$ cat config.mk
export PLATFORM = sky130hd
export DESIGN_NAME = speed_memory_tracker
export DESIGN_NICKNAME = d
export VERILOG_FILES = /design/src/rtl/speed_memory_pkg.sv /design/src/rtl/speed_memory_counter.sv /design/src/rtl/speed_memory_fsm.sv /design/src/rtl/speed_memory_tracker.sv
export SDC_FILE = /design/constraint.sdc
export NUM_CORES = 1
export LEC_CHECK = 0
export BUFFER_PORTS_ARGS = -buffer_cell sky130_fd_sc_hd__buf_2
export CORE_MARGIN = 5
export CORE_UTILIZATION = 30
export DETAILED_ROUTE_END_ITERATION = 8
export SYNTH_ARGS = -nofsm -noshare
export SYNTH_HDL_FRONTEND = slang
export SYNTH_SLANG_ARGS = --single-unit
$ cat constraint.sdc
create_clock -name clk -period 2.2 [get_ports clk]
set_input_delay 0.44 -clock clk [delete_from_list [all_inputs] [get_ports clk]]
set_output_delay 0.44 -clock clk [all_outputs]
set_load 0.005 [all_outputs]
$ cat src/rtl/speed_memory_pkg.sv
package speed_memory_pkg;

    // Control states of the tracking sequence
    typedef enum logic [1:0] {
        ST_IDLE  = 2'd0,
        ST_TRACK = 2'd1
    } trk_state_e;

    // Operation requested from the count register
    typedef enum logic [1:0] {
        CNT_HOLD = 2'd0,
        CNT_ZERO = 2'd1,
        CNT_STEP = 2'd2
    } cnt_op_e;

endpackage

$ cat src/rtl/speed_memory_counter.sv
module speed_memory_counter
    import speed_memory_pkg::*;
#(
    parameter int CNT_W = 9
) (
    input  logic             clk,
    input  logic             rst_n,
    input  cnt_op_e          cnt_op,
    output logic [CNT_W-1:0] code,
    output logic             at_max
);

    localparam logic [CNT_W-1:0] CODE_TOP = '1;
    localparam logic [CNT_W-1:0] CODE_ONE = CNT_W'(1);

    logic [CNT_W-1:0] code_q;

    always_ff @(posedge clk or negedge rst_n) begin
        if (!rst_n) begin
            code_q <= '0;
        end else begin
            unique case (cnt_op)
                CNT_ZERO: code_q <= '0;
                CNT_STEP: if (code_q != CODE_TOP) code_q <= code_q + CODE_ONE;
                default:  code_q <= code_q;
            endcase
        end
    end

    assign code   = code_q;
    assign at_max = (code_q == CODE_TOP);

endmodule

$ cat src/rtl/speed_memory_fsm.sv
module speed_memory_fsm
    import speed_memory_pkg::*;
(
    input  logic    clk,
    input  logic    rst_n,
    input  logic    tick_en,
    input  logic    upd_req,
    input  logic    mem_below,
    input  logic    clr,
    input  logic    at_max,
    output cnt_op_e cnt_op,
    output logic    busy,
    output logic    ovf
);

    trk_state_e state_q, state_d;
    logic       ovf_q;
    logic       ovf_set, ovf_clr;

    // State register
    always_ff @(posedge clk or negedge rst_n) begin
        if (!rst_n) begin
            state_q <= ST_IDLE;
        end else begin
            state_q <= state_d;
        end
    end

    // Sticky saturation flag
    always_ff @(posedge clk or negedge rst_n) begin
        if (!rst_n) begin
            ovf_q <= 1'b0;
        end else if (ovf_clr) begin
            ovf_q <= 1'b0;
        end else if (ovf_set) begin
            ovf_q <= 1'b1;
        end
    end

    // Next state and counter commands
    always_comb begin
        state_d = state_q;
        cnt_op  = CNT_HOLD;
        ovf_set = 1'b0;
        ovf_clr = 1'b0;
        if (clr) begin
            // abort
            state_d = ST_IDLE;
            cnt_op  = CNT_ZERO;
            ovf_clr = 1'b1;
        end else begin
            unique case (state_q)
                ST_IDLE: begin
                    if (upd_req) begin
                        // start
                        state_d = ST_TRACK;
                        cnt_op  = CNT_ZERO;
                        ovf_clr = 1'b1;
                    end
                end
                ST_TRACK: begin
                    if (tick_en) begin
                        if (!mem_below) begin
                            // stop-on-match
                            state_d = ST_IDLE;
                        end else if (at_max) begin
                            // stop-on-saturate
                            state_d = ST_IDLE;
                            ovf_set = 1'b1;
                        end else begin
                            cnt_op = CNT_STEP;
                        end
                    end
                end
                default: state_d = ST_IDLE;
            endcase
        end
    end

    // Outputs
    always_comb begin
        busy = (state_q == ST_TRACK);
        ovf  = ovf_q;
    end

endmodule

$ cat src/rtl/speed_memory_tracker.sv
module speed_memory_tracker
    import speed_memory_pkg::*;
#(
    parameter int CNT_W = 9
) (
    input  logic             clk,
    input  logic             rst_n,
    input  logic             tick_en,
    input  logic             upd_req,
    input  logic             mem_below,
    input  logic             clr,
    output logic [CNT_W-1:0] mem_code,
    output logic             upd_busy,
    output logic             upd_ovf
);

    cnt_op_e cnt_op;
    logic    at_max;

    speed_memory_fsm i_fsm (
        .clk       (clk),
        .rst_n     (rst_n),
        .tick_en   (tick_en),
        .upd_req   (upd_req),
        .mem_below (mem_below),
        .clr       (clr),
        .at_max    (at_max),
        .cnt_op    (cnt_op),
        .busy      (upd_busy),
        .ovf       (upd_ovf)
    );

    speed_memory_counter #(.CNT_W(CNT_W)) i_counter (
        .clk    (clk),
        .rst_n  (rst_n),
        .cnt_op (cnt_op),
        .code   (mem_code),
        .at_max (at_max)
    );

endmodule

# == After elaboration in Yosys (flattened, before gate mapping) ==
# Cells that the tools add are included.
# totals
ff_bits,12
in_bits,6
# classes
n_addsub,1
n_eq_ne,9
mux,24
n_reduce_logical,5
# op_table
operator,count
2-bit 2-to-1 mux,9
9-bit case mux with 2 select lines,1
1-bit 2-to-1 mux,11
9-bit by 1-bit adder with 9-bit output (second input constant),1
9-bit == test (second input constant),1
9-bit 2-to-1 mux,1
9-bit != test (second input constant),1
2-bit case mux with 2 select lines,2
3-bit != test (second input constant),2
2-bit by 1-bit == test with 1-bit output (second input constant),2
4-bit by 3-bit != test with 1-bit output (second input constant),1
2-bit nonzero test,2
3-bit AND reduction,1
2-bit == test (second input constant),1
2-bit logical NOT,1
2-bit by 1-bit != test with 1-bit output (second input constant),1
2-bit AND reduction,1

# == Logic depth before layout (Yosys ltp) ==
# logic_depth
depth_word,9
mapped_depth,9

# == Hierarchy ==
# A second synthesis with hierarchy kept.
# unflattened
hier_cells,66
hier_area_um2,644.4
# by_module_without_submodules
module,instances,cells_each,area_per_inst_um2
speed_memory_counter,1,56,533.0
speed_memory_fsm,1,10,111.4

# == Least setup slack after synthesis ==
# OpenSTA, ideal clock, no wires.
# synth_path
kind,reg-to-reg
start,register i_counter.code_q[0] (netlist: i_counter.code[0])
end,register i_counter.code_q[7] (netlist: i_counter.code[7])
setup_ns,0.123
arrival_time_ns,1.820
path_slack_ns,0.257
stages_incl_launch_ff,9
path_buffers,0
period_less_slack_ns,1.943
cell_sequence,dfrtp_1 -> ha_1 -> nand3_2 -> nor3_1 -> ha_1 -> nor2b_2 -> a21oi_1 -> a41oi_1 -> o2bb2ai_2
# synth_via
elab_chain_cells,9
# synth_lines
item,line,rtl
"start, declared",speed_memory_counter.sv:16,logic [CNT_W-1:0] code_q;
"start signal, assigned",speed_memory_counter.sv:24,CNT_STEP: if (code_q != CODE_TOP) code_q <= code_q + CODE_ONE;
"start signal, assigned",speed_memory_counter.sv:25,default: code_q <= code_q;
9-bit == test,speed_memory_counter.sv:31,assign at_max = (code_q == CODE_TOP);
2-bit 2-to-1 mux,speed_memory_fsm.sv:66,end else if (at_max) begin
2-bit 2-to-1 mux,speed_memory_fsm.sv:63,if (!mem_below) begin
2-bit 2-to-1 mux,speed_memory_fsm.sv:62,if (tick_en) begin
2-bit case mux with 2 select lines,speed_memory_fsm.sv:52,unique case (state_q)
2-bit 2-to-1 mux,speed_memory_fsm.sv:46,if (clr) begin
2-bit == test / 2-bit by 1-bit == test with 1-bit output (equally long branches),speed_memory_counter.sv:22,unique case (cnt_op)
2-bit by 1-bit != test with 1-bit output (no line) / 2-bit nonzero test (equally long branches),--,
2-bit AND reduction (no line),--,
# Parallel ways exist; a longest one is shown, timed or not. The select of a mux whose other input is x is not followed.
# A chain may end at the register's enable or synchronous reset.

# == Worst setup path in the final report ==
# Ends and elaborated chain as after synthesis.

==> flow_summary.toml <==
[outcome]
outcome = "finished, final reports clean"

[yosys]
synth_top_family_by_area = "simple AND/OR/NAND/NOR gates"
synth_top_area_share_pct = 41.0
synth_most_common_cell = "dfrtp_1"
synthXorXnorAreaFrac_pct = 0
synthTopCellsByArea = "dfrtp_1 (41%), o2bb2ai_1 (6.5%), mux2i_1 (6.0%)"
synth_area_um2 = 671
synthCells = 68
syn_area_per_cell_um2 = 9.86
synth-edff-count = 0
syn-num-nets = 77
synth_fa_ha_area_share_pct = 5.60
synthArstFlopShare_pct = 100
muxShareOfSynthArea_pct = 5.97
ys_seq_area_share_pct = 41.0
ys_ff_latch = 11
synth.distinct_cells = 24
ys.flop_type = "dfrtp_1"
ys_warn_count = 0
synth_compound_gate_area_share_pct = 21.5
synthTopCellsByCount = "dfrtp_1 (11), nand2_1 (9), a21oi_1 (7)"
synth_area_leader_cell = "dfrtp_1"
yosys.area_share.simple_pct = 22.8

[floorplanning]
ios = 17
initial_core_util_pct = 30.9
die_area_mm2 = 0.00328
rows = 17
dieWidth_um = 57.3
core_mm2 = 0.00217
dieHeight_um = 57.3

[timing]
max_slew_margin_pct = 76.4
hold_violations = 0
period_share_pct = 92.1
slew_violations = 0
rsz0062_at_grt = "false"
post-route-min-period_ps = 2030
tightest_slew_ps = 354
holdWs_ps = 23.3
max_freq_mhz = 493
finalSetupTns_ps = 0
setup_viol = 0
fin_skew_ps = 6.06

[global_routing]
grt_antenna_before_repair = 0
grt_overflow = 0
grt_first_pass_wirelength_um = 2680
track_usage_pct = 10.7
grt_max_degree = 12
grt_pass1_vias = 562

[clock_network]
clk_latency_ps = 270
cts_buffers = 3
path_clk_slew_ps = 70
ctsLongestPathBuffers = 2
cts_tree = "built"
root_buffer = "clkbuf_4"
clock_sinks = 11
cts_resized = 0
cts.hold.buffers_added = 0
post_cts_buffers = 0
cts_max_level = 1

[worst_setup_path]
start_kind = "flop"
cpMaxStageDelayCell = "dfrtp_1"
crit_chain = "ha_1, nand3_2, nor3_1, ha_1, nor2b_4, a21oi_1, a41oi_1, o2bb2ai_2"
crit_family = "simple AND/OR/NAND/NOR gates"
crit_path_end_kind = "flop"
path_common_cell = "ha_1"
crit_cells = 8
rr_endpoint = "i_counter.code[7]$_DFFE_PN0P_"
crit_fanout = 6
r2r_cells = 8
crit_required_ps = 2360
worst-path-buf-inv = 0
crit_type = "flop to flop"
ff2ff_setup_slack_ps = 170
cp.arrival_ps = 2190
r2r-start = "i_counter.code[0]$_DFFE_PN0P_"
critPathMaxStageDelay_ps = 420

[route]
drt-vias-per-instance = 4.94
totalWireLength_um = 1540
antenna_left = 0
drtIter0Drc = 18
drc = 0
wl_per_cell_um = 13.2
vias = 578
first_pass_iters = 4

[pwr]
power.clock.fraction_pct = 36.5
power.internal_mw = 0.287
p_sw_share_pct = 24.6
power-per-cell-area_mw_per_mm2 = 459
leakage_nw = 0.380
p_sw_mw = 0.0935
combPwrFrac_pct = 9.2
peakVddDrop_mv = 0.268
p_seq_share_pct = 54.3

[hold_path]
hold_class = "input port to asynchronous set/reset pin"

[run]
drv_cap = 0

[finish]
multi_input_area_um2 = 379
layout-drive-gt1-share_pct = 30.3
seqCellArea_um2 = 275
num_antenna_cells = 0
nNetsFinal = 99
final_area_um2 = 830
fillerInstances = 225
syn2layout_area_growth_pct = 23.7

[placement]
gp_congestion = 0.791
place_area_um2 = 798
io_buffers = 16
hpwlAfterDp_um = 1200
-- through the flow --
step,power (mW),utilization (%),cells,setup slack (ps)
finish,0.381,38.2,117,174
detailed placement,0.246,36.8,113,128
global placement,0.245,36.8,113,183
global route,0.401,38.2,117,57.4
floorplan,0.227,-,68,257
CTS,0.389,38.0,117,100
-- registers in the layout (all words and copies together) (netlist names) --
signal          count
i_counter.code      9
i_fsm.ovf           1
i_fsm.state_q       1
-- routing by layer --
metal / global-route usage [%] / part of all wire (%) / up-vias
met1: 13.8 / 47 / 269
met5: 0 / 0 / -
li1: - / - / 291
met3: 4.75 / 5.6 / 2
met2: 16.6 / 46 / 16
met4: 1.99 / 1.2 / 0
-- worst max-delay path by stage --
stage                                       start  slack [ps]                       endpoint
floorplan           i_counter.code[0]$_DFFE_PN0P_         260  i_counter.code[7]$_DFFE_PN0P_
global placement    i_counter.code[1]$_DFFE_PN0P_         180  i_counter.code[7]$_DFFE_PN0P_
detailed placement  i_counter.code[0]$_DFFE_PN0P_         130  i_counter.code[7]$_DFFE_PN0P_
CTS                 i_counter.code[0]$_DFFE_PN0P_         100  i_counter.code[7]$_DFFE_PN0P_
global route        i_counter.code[0]$_DFFE_PN0P_          60  i_counter.code[7]$_DFFE_PN0P_
finish              i_counter.code[0]$_DFFE_PN0P_         170  i_counter.code[7]$_DFFE_PN0P_
-- cell usage in the layout, fill, tap and decap left out, types with 2 or more instances in the layout --
cell type	count
a211oi_1	2
buf_2	16
buf_4	3
a21oi_1	7
a41oi_1	2
nand2_1	9
nand3_1	3
clkbuf_4	3
o21ai_1	2
inv_1	3
ha_1	3
dfrtp_1	11
or3_1	2
nand2b_1	2
o2bb2ai_1	5
mux2i_1	4
nor2_1	2
-- layout make-up --
| cell class | count | share of cell area (%) |
|---|---|---|
| Tap cell | 28 | 4.22 |
| Multi-Input combinational cell | 52 | 45.7 |
| Sequential cell | 11 | 33.2 |
| Clock buffer | 4 | 3.17 |
| Timing Repair Buffer | 19 | 12.4 |
| Inverter | 3 | 1.36 |
-- worst reg2reg max path, stage by stage (launching register included) --
cell	delay (ps)
dfrtp_1	420
ha_1	210
nand3_2	110
nor3_1	270
ha_1	220
nor2b_4	220
a21oi_1	90
a41oi_1	280
o2bb2ai_2	90
-- cells by family (layout without fill, tap and decap cells) --
family                   Yosys count  in the layout
flip-flops                        11             11
multiplexers                       4              4
buffers and inverters              5             26
AND/OR/NAND/NOR                   25             25
AO/OA/AOI/OAI                     20             20
adder cells (fa/ha/maj)            3              3
-- power by group through the flow --
stage	Combinational, mW	Clock [mW]	Sequential, mW
finish	0.0351	0.139	0.207
global placement	0.0351	0	0.210
floorplan	0.0169	0	0.211
detailed placement	0.0355	0	0.211
global route	0.0405	0.153	0.207
CTS	0.0358	0.146	0.207
(Power assumes the default switching activity.)
